### config.mk
export PLATFORM = sky130hd
export DESIGN_NAME = flash_prefetch_buf
export DESIGN_NICKNAME = d
export VERILOG_FILES = /design/src/rtl/fpb_pkg.sv /design/src/rtl/fpb_fetch_timer.sv /design/src/rtl/fpb_tag_match.sv /design/src/rtl/flash_prefetch_buf.sv
export SDC_FILE = /design/constraint.sdc
export NUM_CORES = 1
export LEC_CHECK = 0
export BUFFER_PORTS_ARGS = -buffer_cell sky130_fd_sc_hd__buf_4
export CAP_MARGIN = 20
export CELL_PAD_IN_SITES_DETAIL_PLACEMENT = 1
export CELL_PAD_IN_SITES_GLOBAL_PLACEMENT = 1
export CORE_UTILIZATION = 48
export CTS_CLUSTER_DIAMETER = 50
export DETAILED_ROUTE_END_ITERATION = 16
export MAX_ROUTING_LAYER = met4
export PLACE_DENSITY_LB_ADDON = 0.1
export SETUP_SLACK_MARGIN = 0.05
export SKIP_CTS_REPAIR_TIMING = 1
export SLEW_MARGIN = 20
export SYNTH_ARGS = -nofsm -noshare
export SYNTH_HDL_FRONTEND = slang
export SYNTH_SLANG_ARGS = --single-unit
### constraint.sdc
create_clock -name clk -period 13 [get_ports clk]
set_input_delay 0.65 -clock clk [delete_from_list [all_inputs] [get_ports clk]]
set_output_delay 0.65 -clock clk [all_outputs]
set_load 0.02 [all_outputs]
### src/rtl/fpb_pkg.sv
package fpb_pkg;
  localparam int WORD_W         = 32;
  localparam int LINE_W         = 128;
  localparam int WORDS_PER_LINE = LINE_W / WORD_W;
  localparam int WIDX_W         = $clog2(WORDS_PER_LINE);
  localparam int OFS_W          = WIDX_W + 2;

  typedef logic [WORD_W-1:0] word_t;
  typedef logic [LINE_W-1:0] line_t;

  // slice one word out of a line
  function automatic word_t pick_word(line_t ln, logic [WIDX_W-1:0] idx);
    return ln[int'(idx)*WORD_W +: WORD_W];
  endfunction

  // word position whose read triggers the early fetch
  function automatic logic is_trigger_word(logic [WIDX_W-1:0] idx);
    return idx == WIDX_W'(1);
  endfunction
endpackage

### src/rtl/fpb_fetch_timer.sv
module fpb_fetch_timer #(
  parameter int WS_W = 4
) (
  input  logic            clk,
  input  logic            rst,
  input  logic            abort,
  input  logic            launch,
  input  logic [WS_W-1:0] ws,
  output logic            busy,
  output logic            done
);
  logic [WS_W-1:0] cnt_q;
  logic            busy_q;

  always_ff @(posedge clk) begin
    if (rst || abort) begin
      busy_q <= 1'b0;
      cnt_q  <= '0;
    end else if (launch) begin
      busy_q <= 1'b1;
      cnt_q  <= ws;
    end else if (busy_q) begin
      if (cnt_q == '0) busy_q <= 1'b0;
      else             cnt_q  <= cnt_q - 1'b1;
    end
  end

  assign busy = busy_q;
  assign done = busy_q && (cnt_q == '0);
endmodule

### src/rtl/fpb_tag_match.sv
module fpb_tag_match #(
  parameter int TAG_W = 16,
  parameter int N     = 3
) (
  input  logic [N-1:0][TAG_W-1:0] tags,
  input  logic [N-1:0]            vld,
  input  logic [TAG_W-1:0]        probe,
  output logic [N-1:0]            hit
);
  for (genvar g = 0; g < N; g++) begin : g_cmp
    assign hit[g] = vld[g] && (tags[g] == probe);
  end
endmodule

### src/rtl/flash_prefetch_buf.sv
module flash_prefetch_buf
  import fpb_pkg::*;
#(
  parameter int ADDR_W = 20,
  parameter int WS_W   = 4,
  parameter int NUM_PF = 2
) (
  input  logic                  clk,
  input  logic                  rst,
  input  logic                  inval_i,
  input  logic [WS_W-1:0]       ws_i,
  input  logic [ADDR_W-1:2]     cpu_addr_i,
  input  logic                  cpu_rd_i,
  output logic [WORD_W-1:0]     cpu_rdata_o,
  output logic                  cpu_ready_o,
  output logic [ADDR_W-OFS_W-1:0] fl_line_o,
  output logic                  fl_req_o,
  input  logic [LINE_W-1:0]     fl_data_i
);
  localparam int LA_W  = ADDR_W - OFS_W;
  localparam int N_BUF = NUM_PF + 1;
  localparam int PTR_W = (NUM_PF > 1) ? $clog2(NUM_PF) : 1;

  function automatic logic [LA_W-1:0] follow_line(logic [LA_W-1:0] ln);
    return ln + 1'b1;
  endfunction

  // request decode
  logic [LA_W-1:0]   req_line;
  logic [LA_W-1:0]   nxt_line;
  logic [WIDX_W-1:0] req_word;
  assign req_line = cpu_addr_i[ADDR_W-1:OFS_W];
  assign req_word = cpu_addr_i[OFS_W-1:2];
  assign nxt_line = follow_line(req_line);

  // entry 0 is the read buffer, entries 1..NUM_PF the prefetch buffers
  logic [N_BUF-1:0][LA_W-1:0] tag_q;
  line_t                      data_q [N_BUF];
  logic [N_BUF-1:0]           vld_q;

  // named internal events
  logic [N_BUF-1:0] hit_vec, nxt_vec, wr_vec;
  logic             hit_any, nxt_present;
  logic             fl_busy, fill_done, fill_commit;
  logic             inflight_match, dmd_launch, pf_launch, launch_w;
  logic [LA_W-1:0]  infl_line_q;
  logic             infl_pf_q;
  logic [PTR_W-1:0] pf_ptr_q;
  line_t            hit_line;

  fpb_tag_match #(.TAG_W(LA_W), .N(N_BUF)) u_look (
    .tags(tag_q), .vld(vld_q), .probe(req_line), .hit(hit_vec)
  );
  fpb_tag_match #(.TAG_W(LA_W), .N(N_BUF)) u_ahead (
    .tags(tag_q), .vld(vld_q), .probe(nxt_line), .hit(nxt_vec)
  );

  assign hit_any     = |hit_vec;
  assign nxt_present = |nxt_vec;

  fpb_fetch_timer #(.WS_W(WS_W)) u_tmr (
    .clk(clk), .rst(rst), .abort(inval_i), .launch(launch_w),
    .ws(ws_i), .busy(fl_busy), .done(fill_done)
  );

  // access control
  assign inflight_match = fl_busy && (infl_line_q == req_line);
  assign dmd_launch     = cpu_rd_i && !hit_any && !inflight_match;
  assign pf_launch      = cpu_ready_o && is_trigger_word(req_word)
                          && !fl_busy && !nxt_present;
  assign launch_w       = dmd_launch || pf_launch;
  assign fill_commit    = fill_done && !inval_i;

  always_ff @(posedge clk) begin
    if (rst) begin
      infl_line_q <= '0;
      infl_pf_q   <= 1'b0;
    end else if (launch_w) begin
      infl_line_q <= dmd_launch ? req_line : nxt_line;
      infl_pf_q   <= pf_launch;
    end
  end

  always_ff @(posedge clk) begin
    if (rst || inval_i) pf_ptr_q <= '0;
    else if (fill_commit && infl_pf_q)
      pf_ptr_q <= (int'(pf_ptr_q) == NUM_PF - 1) ? '0 : pf_ptr_q + 1'b1;
  end

  // fill target selection
  always_comb begin
    for (int i = 0; i < N_BUF; i++)
      wr_vec[i] = fill_commit &&
                  (infl_pf_q ? (i == 1 + int'(pf_ptr_q)) : (i == 0));
  end

  always_ff @(posedge clk) begin
    for (int i = 0; i < N_BUF; i++) begin
      if (wr_vec[i]) begin
        data_q[i] <= fl_data_i;
        tag_q[i]  <= infl_line_q;
      end
    end
  end

  always_ff @(posedge clk) begin
    if (rst || inval_i) vld_q <= '0;
    else                vld_q <= vld_q | wr_vec;
  end

  // read path
  always_comb begin
    hit_line = '0;
    for (int i = 0; i < N_BUF; i++)
      if (hit_vec[i]) hit_line = hit_line | data_q[i];
  end

  assign cpu_ready_o = cpu_rd_i && hit_any;
  assign cpu_rdata_o = pick_word(hit_line, req_word);
  assign fl_req_o    = fl_busy;
  assign fl_line_o   = infl_line_q;
endmodule

# ---- Word-level counts from Yosys, hierarchy flattened
# Memories as Yosys holds them, arrays and structs flattened.
# Cells that the tools add are included.
dict set report totals {
  regBits 74
  ram_bits 384
  input_bits 154
  output_inout_bits 50
  word_cells 89
  mem_count 1
}
dict set report classes {
  addsub 4
  n_eq_ne 11
  shifts 1
  muxes 26
  n_bitwise 3
  n_reduce_logical 34
}
# memory words width read_ports rd_ports_with_merged_regs write_ports line_no
set mem_list {}
lappend mem_list {data_q 3 128 3 0 1 flash_prefetch_buf.sv:38} ;# line_t data_q [N_BUF];
# cell n
set ops {}
lappend ops {{$mux 128} 5}
lappend ops {{$or 128x128->128} 2}
lappend ops {{$reduce_or 128->1} 2}
lappend ops {{$shiftx 128x8->32} 1}
lappend ops {{$eq 16x16->1} 7}
lappend ops {{$eq 2x32->1 const A} 1}
lappend ops {{$logic_not 32->1} 1}
lappend ops {{$logic_and 1x1->1} 19}
lappend ops {{$add 16x1->16 const B} 1}
lappend ops {{$mux 16} 1}
lappend ops {{$mux 1} 15}
lappend ops {{$mux 4} 3}
lappend ops {{$reduce_or 3->1} 2}
lappend ops {{$logic_not 1->1} 5}
lappend ops {{$logic_not 4->1} 1}
lappend ops {{$mux 2} 2}
lappend ops {{$sub 4x1->4 const B} 1}
lappend ops {{$or 3x3->3} 1}
lappend ops {{$add 1x1->2 const A} 1}
lappend ops {{$eq 2x1->1 const B} 1}
lappend ops {{$eq 2x2->1 const A} 1}
lappend ops {{$logic_or 1x1->1} 2}
lappend ops {{$ne 2x2->1 const B} 1}
lappend ops {{$reduce_and 2->1} 1}
lappend ops {{other kinds (2)} 2}

# ---- Depth between registers and ports, before layout
# Gate-level depths: netlist of the first run.
dict set report depth {
  depth_word 10
  depth_mapped 12
  depth_no_buf 10
}

# ---- By module
# Synthesis of the first run repeated with hierarchy kept, for this count alone.
dict set report unflattened {
  cells_unflattened 1023
  hier_area_um2 18216.2
}
# module instances cells_per_inst area_each_um2 seq_area_each_um2
set by_module_without_submodules {}
lappend by_module_without_submodules {flash_prefetch_buf 1 856 16839.9 13392.8}
lappend by_module_without_submodules {fpb_tag_match 2 66 544.3 0.0}
lappend by_module_without_submodules {fpb_fetch_timer 1 35 287.8 100.1}

# ---- Least setup slack after synthesis of the first run
# No wires, ideal clock.
dict set report synth_path {
  path_type {input port to flip-flop}
  start {input port inval_i}
  end {memory data_q[0][0] (netlist bit) (enable)}
  setup_time_ns 0.668
  arrival_time_ns 7.387
  required_time_ns 12.332
  setup_slack_ns 4.945
  cell_stages 2
  path_buffers 0
  path_cell_list {nor4_1 -> nor2b_1}
}
dict set report synth_between {
  elab_cells_between_ends 17
  cone_classes {mux (10); reduce/logical (7)}
}
# element line_no
set synth_rtl {}
lappend synth_rtl {{from (decl)} flash_prefetch_buf.sv:10} ;# input logic inval_i,
lappend synth_rtl {{$logic_not 1->1} flash_prefetch_buf.sv:72} ;# assign fill_commit = fill_done && !inval_i;
lappend synth_rtl {{$logic_and 1x1->1} flash_prefetch_buf.sv:72}
lappend synth_rtl {{$logic_and 1x1->1} flash_prefetch_buf.sv:93} ;# wr_vec[i] = fill_commit &&
lappend synth_rtl {{named net wr_vec[0]} flash_prefetch_buf.sv:42} ;# logic [N_BUF-1:0] hit_vec, nxt_vec, wr_vec;
lappend synth_rtl {{$mux 1} flash_prefetch_buf.sv:99} ;# if (wr_vec[i]) begin
lappend synth_rtl {{$mux 1 (not written as such)} flash_prefetch_buf.sv:100} ;# data_q[i] <= fl_data_i;
lappend synth_rtl {{$mux 1 (no line) (2 in a row)} -}
lappend synth_rtl {{to (decl)} flash_prefetch_buf.sv:38}
# The timed path passes the listed nets, and every way through them passes these cells.

# ---- Worst setup path in the final report of the first run
dict set report layout_path {
  start {register tag_q[40] (netlist bit)}
  end {output port cpu_rdata_o[8]}
}
dict set report layout_between {
  elab_chain_cells 4
}
# element line_no
set layout_lines {}
lappend layout_lines {{from (decl)} flash_prefetch_buf.sv:37} ;# logic [N_BUF-1:0][LA_W-1:0] tag_q;
lappend layout_lines {{from (signal, indexed assignment)} flash_prefetch_buf.sv:101} ;# tag_q[i] <= infl_line_q;
lappend layout_lines {{$eq 16x16->1} fpb_tag_match.sv:11} ;# assign hit[g] = vld[g] && (tags[g] == probe);
lappend layout_lines {{$logic_and 1x1->1} fpb_tag_match.sv:11}
lappend layout_lines {{$mux 128} flash_prefetch_buf.sv:115} ;# if (hit_vec[i]) hit_line = hit_line | data_q[i];
lappend layout_lines {{$shiftx 128x8->32} fpb_pkg.sv:13} ;# return ln[int'(idx)*WORD_W +: WORD_W];
lappend layout_lines {{to (decl)} flash_prefetch_buf.sv:14} ;# output logic [WORD_W-1:0] cpu_rdata_o,
# No other way between the ends.

==> impl_results.md, run 1 <==
* Result of the run: completed
* Cells taking the most area after synthesis: edfxtp_1 (70%), a222oi_1 (6.9%), mux4_2 (3.9%)
* Int Power at 2.50 mW
* Sequential cell fraction of total power at 51.8%
* Async set or reset register ratio after synthesis at 0%
* Final net count at 1438
* Number of remaining DRC errors at 0
* Half-perimeter wire length after detailed placement at 28800 um
* Fin crit share at 39.4%
* Post-synthesis sequential element count at 458
* Count of buffer and inverter cells on the critical path at 4
* Drt first pass iters at 9
* Chip width at 198 um
* Final total negative setup slack at 0 ns
* Number of antenna violations at the first check in global routing at 2
* Worst path top cell family by delay: buffers and inverters
* Final hold violations at 0
* Clock share of power at 43.9%
* Cell chosen for the clock root: clkbuf_16
* Net count after synthesis at between 1000 and 1500
* First-iteration detailed-routing DRC count at 1054
* Leakage power at 7.51 nW
* Total area of multi-input combinational cells at roughly 0.0046 mm^2
* Kind of path behind the tightest hold check: in2reg
* Via count at 10900
* Relative contribution of combinational cells to total power at 4.3%
* CP Class: reg2out
* Maximum net fanout on the critical path at 66
* Core region area at 0.0378 mm^2
* Pin count of the biggest net entering global routing at 139
* Level count of the clock H-tree at 2
* Area occupied by registers at 0.0135 mm^2
* Series of cell instances along the critical path: xnor2_1 -> nand4_1 -> nor4_2 -> buf_4 -> buf_4 -> a222oi_1 -> mux4_2 -> inv_1 -> buf_4
* Distinct cell type count of the synthesized netlist at 58
* Port-buffer cells at between 200 and 250
* Final Wtd Congestion at 0.939
* Post-placement worst setup slack at 8.09 ns
* Cell with the most instances on the worst path: buf_4
* Final-report max-slew violation count at 0
* Power density over the cells at 143 mW/mm^2
* Synth top cells by count: edfxtp_1 (432), a222oi_1 (128), clkbuf_1 (60), xnor2_1 (51)
* Floorplan die height at 198 um
* Crit path launch type: flop
* Area of the die at 0.0393 mm^2
* Clock latency at the later pin of the worst-skew pair at about 0.58 ns
* Worst relative slew slack at 27.6%
* Number of synthesized flops with an enable pin at roughly 430
* Maximum frequency from static timing analysis at between 150 and 200 MHz
* Max-cap viol count at 0
* Setup repair after global routing missed its margin: false
* Average wire per cell in the routed design at between 20 and 30 um
* Time the worst path needs with I/O delays and setup at 5.12 ns
* Top-level I/O count at about 200
* Number of global-route vias before repair at 11300
* Number of rows in the core area at between 70 and 80
* Total routing usage reported by global routing at approximately a quarter
* Maximum resistive drop on vdd at 0.000126 V
* Sequential element share of the synthesized area at 73.0%
* Largest buffer count on any clock path at 3
* TritonCTS clock tree: done
* Library cell occupying the most area in the post-synthesis netlist: edfxtp_1
* Transition at the pin with the smallest max-transition slack at roughly 1.1 ns
* Final ANT Viol Nets at 0
* Worst hold slack at 0.261 ns
* Worst Clk Skew at 0.0187 ns
* Num CTS Buffers at 50
* Starting density of the core at 48.9%
* Cell type of the slowest stage on the worst timing path: buf_4
* Aggregate routed wire length at about 47000 um
* Filler cell count at 3425
* Number of vias per cell after detailed routing at 5.94
* Cell with the most instances after synthesis: edfxtp_1
* Share of Yosys cell area claimed by the top area cell type at 70.2%
* TritonCTS sink count at 458
* Reported net switching power at 0.657 mW
* Worst setup EP type: primary output
* Post-synthesis cell area at 0.0185 mm^2
* Mean post-synth cell area at 16.9 um^2
* Post-synthesis cell count at 1092
* Biggest cell delay along the critical path at roughly 0.69 ns
* Wire length of the first global-routing pass at 70800 um
* CTS clk-pin slew, worst paths at about 0.060 ns
* Number of setup violations in the final report at 0
* Top flip-flop cell by instance count after synthesis: edfxtp_1
* Yosys warns at 0
* Data arrival time at the worst-slack endpoint at 4.47 ns
* Required time of the worst setup path at between 10 and 15 ns
* Area grow syn2layout at 19.6%
* Sw Share at 20.8%
* Setup slack after layout at 7.88 ns
* Share of post-route cells with drive strength above 1 at 26.6%
* Grt total ovfl at 0
-- final timing paths --
| check | startpoint | to | slack, ns | cells after the start |
|---|---|---|---|---|
| worst max-delay path | tag_q[40] | cpu_rdata_o[8] | 7.88 | 9 |
| worst min-delay path | fl_data_i[50] | data_q[0][50] | 0.26 | 1 |
| worst max register to register | tag_q[40] | fl_line_o[2] | 8.58 | 11 |
| worst min register to register | vld_q[2] | vld_q[2] | 0.53 | 2 |
-- power groups by stage --
stage | logic, mW | clock network (mW) | registers (mW)
after floorplan | 0.0585 | 0 | 1.67
after global placement | 0.133 | 0 | 1.67
after detailed placement | 0.137 | 0 | 1.67
after CTS | 0.137 | 1.42 | 1.64
after global routing | 0.147 | 1.46 | 1.64
final | 0.136 | 1.39 | 1.64
-- through the flow --
step                cell area (um^2)  power [mW]  std cells  util (%)
floorplan                      18500        1.73       1092         -
global placement               20500        1.80       1741      54.3
detailed placement             20500        1.80       1741      54.3
CTS                            22100        3.19       1833      58.5
global route                   22100        3.25       1835      58.5
finish                         22100        3.16       1835      58.5
-- area by class of cell --
cell class	count	area share [%]
Sequential cell	458	61.1
Multi-Input combinational cell	517	20.7
Timing Repair Buffer	218	7.46
Clock buffer	59	5.91
Tap cell	511	2.89
Clock inverter	33	1.36
Inverter	37	0.629
Antenna cell	2	0.0227
-- flip-flops by register name, summed over array words and instances (netlist names) --
register and cells:
vld_q 3, u_tmr.busy 1, data_q 384, pf_ptr_q 1
fl_line_o 16, tag_q 48, u_tmr.cnt_q 4, infl_pf_q 1
-- placed cells by master, fill, tap and decap left out, drive strengths merged, types with 26 or more instances in the layout --
cell,instances
edfxtp,432
buf,218
a222oi,128
clkbuf,59
xnor2,51
nor2,48
xor2,47
inv,39
mux4,32
dfxtp,26
-- logic make-up (layout without fill, tap and decap cells) --
logic type / after synthesis / count (layout) / synth area share [%]
flops: 458 / 458 / 73.0
compound gates: 195 / 195 / 9.57
simple gates: 172 / 172 / 5.08
buf+inv: 117 / 347 / 2.51
xor+xnor: 98 / 98 / 4.64
mux: 50 / 50 / 5.04
fa+ha+maj: 2 / 2 / 0.135
other cells: 0 / 2 / 0
-- metal layers --
metal  GRT usage, %  share of wire [%]  wire length [um]
met5              -                  0                 0
met1           33.7                 43             20300
met3           5.89                6.6              3140
met4           6.52                1.7               826
met2           38.6                 49             23000
(Power assumes the default switching activity.)
==> inputs of run 2 (changes only) <==
Settings changed: CORE_UTILIZATION 48 to 45.
Clock period 13 ns to 4.1 ns, I/O delays scaled along.
==> impl_results.md, run 2 (synthesized netlist as in run 1, its figures left out) <==
* Maximum frequency from static timing analysis at 252 MHz
* Time the worst path needs with I/O delays and setup at 3.97 ns
* Worst hold slack at approximately 0.01 ns
* Number of cells on the worst hold path at 3
* Power density over the cells at 444 mW/mm^2
* Worst r2r src: tag_q[1]
* Terminus of the critical flop-to-flop path: fl_line_o[3]
* Worst hold endpoint: fl_line_o[12]
* Half-perimeter wire length after detailed placement at 29600 um
* Crit path launch type: flop
* Kind of path behind the tightest hold check: in2reg
* Setup slack after layout at between 0.1 and 0.15 ns
* Area occupied by registers at roughly 0.013 mm^2
* Share of post-route cells with drive strength above 1 at a little over a quarter
* Start point of the worst min-delay path: cpu_addr_i[16]
* Largest register FFs at between 300 and 400
* Core region area at 0.0401 mm^2
* Fin crit share at 96.9%
* Number of antenna violations at the first check in global routing at 6
* Top-level I/O count at around 200
* Area grow syn2layout at 30.2%
* TritonCTS sink count at 458
* Final-report max-slew violation count at 0
* R2R depth at 10
* Most used cells in the layout excluding fill and tap cells: edfxtp_1 (432), buf_4 (226), dlygate4sd3_1 (135)
* Result of the run: completed
* Clock latency at the later pin of the worst-skew pair at between 0.5 and 0.6 ns
* Relative contribution of combinational cells to total power at under 10%
* Wire length of the first global-routing pass at 71600 um
* CP Class: reg2out
* Starting density of the core at 46.1%
* Max-cap viol count at 0
* Drt first pass iters at 8
* Sw Share at 20.1%
* Int Power at roughly 8.5 mW
* Floorplan die height at 205 um
* Area of the die at 0.0419 mm^2
* Average wire per cell in the routed design at about 25 um
* Worst setup EP type: primary output
* Number of vias per cell after detailed routing at 5.82
* Level count of the clock H-tree at 2
* Chip width at between 200 and 250 um
* Non-filler instance count after layout at 2010
* Filler cell count at about 3600
* Sequential cell fraction of total power at 48.5%
* Maximum net fanout on the critical path at 72
* Reported net switching power at 2.15 mW
* Data arrival time at the worst-slack endpoint at 3.77 ns
* Transition at the pin with the smallest max-transition slack at 0.955 ns
* Total area of multi-input combinational cells at 0.00458 mm^2
* Final hold violations at 0
* First-iteration detailed-routing DRC count at around 1200
* Number of remaining DRC errors at 0
* Setup repair after global routing missed its margin: false
* Post-placement worst setup slack at 0.217 ns
* Commonest non-fill, non-tap cell in the layout: edfxtp_1
* Via count at approximately 12000
* Pin count of the biggest net entering global routing at 94
* Register ranked first by flip-flop count: data_q
* Final Wtd Congestion at roughly 0.9
* Final net count at between 1500 and 2000
* Worst relative slew slack at 36.3%
* Total routing usage reported by global routing at 24.0%
* Final ANT Viol Nets at 0
* Number of setup violations in the final report at 0
* Number of rows in the core area at 73
* Required time of the worst setup path at approximately 3.9 ns
* Minimum setup slack among reg-to-reg paths at between 0.3 and 0.4 ns
* Leakage power at approximately 8.4 nW
* Worst Clk Skew at 0.0238 ns
* Clock share of power at 46.3%
* Cell chosen for the clock root: clkbuf_16
* TritonCTS clock tree: done
* Port-buffer cells at 203
* Aggregate routed wire length at 51200 um
* Placed cells at 1773
* CTS clk-pin slew, worst paths at 0.05 ns
* Number of global-route vias before repair at 11600
* Largest buffer count on any clock path at 3
* Num CTS Buffers at 51
* Grt total ovfl at 0
* Maximum resistive drop on vdd at 0.000457 V
## run 2: changes by cell type in the layout (fill, tap and decap cells not counted), sizes merged
cell	delta
diode	+3
dlygate4sd3	+135
bufbuf	+2
clkinv	-5
clkbuf	+5
bufinv	+6
inv	-1
buf	+16
## run 2: area by class of cell
class / count / area share [%]
sequential: 458 / 56.1
antenna: 5 / 0.0520
inverter: 37 / 0.577
timing repair buffer: 373 / 13.8
tap: 525 / 2.73
clock buffer: 62 / 5.77
multi-input combinational: 517 / 19.0
clock inverter: 33 / 1.96
## run 2: critical path, stage by stage (launching register included)
cell and delay [ns]:
edfxtp_1 0.41, xnor2_1 0.29, nand4_1 0.19, nor4_1 0.41, and3_4 0.26, buf_6 0.57, a222oi_1 0.24, mux4_2 0.53
inv_1 0.09, buf_4 0.14
## run 2: how the worst max path moves through the flow
stage / from / endpoint / slack, ns / cells past startpoint
CTS: tag_q[40] / cpu_rdata_o[6] / -0.18 / 9
finish: tag_q[1] / cpu_rdata_o[15] / 0.13 / 9
global placement: cpu_addr_i[4] / fl_line_o[4] / 0.29 / 13
global route: tag_q[42] / cpu_rdata_o[18] / 0.009 / 10
floorplan: u_tmr.cnt_q[0] / data_q[0][128] / 0.45 / 6
detailed placement: cpu_addr_i[4] / fl_line_o[3] / 0.22 / 13
## run 2: power by group through the flow
stage / clock network [mW] / logic, mW / registers [mW]
global placement: 0 / 0.433 / 5.28
global route: 5.22 / 0.595 / 5.19
finish: 4.96 / 0.557 / 5.18
floorplan: 0 / 0.186 / 5.28
CTS: 5.05 / 0.445 / 5.18
detailed placement: 0 / 0.443 / 5.28
## run 2: layer usage
layer	vias to the layer above	track usage, %	share of wire [%]
met5	-	-	0
met4	0	6.85	1.4
met3	52	5.41	5.9
met2	394	38.2	51
met1	6020	30.8	42
li1	5224	-	-
## run 2: through the flow
stage / setup TNS (ns) / area, um^2 / utilization (%) / power (mW)
after detailed placement: 0 / 20700 / 51.7 / 5.73
after global routing: 0 / 24100 / 60.0 / 11.0
after CTS: -3.86 / 22600 / 56.3 / 10.7
after global placement: 0 / 20700 / 51.7 / 5.71
after floorplan: 0 / 18500 / - / 5.47
final: 0 / 24100 / 60.0 / 10.7
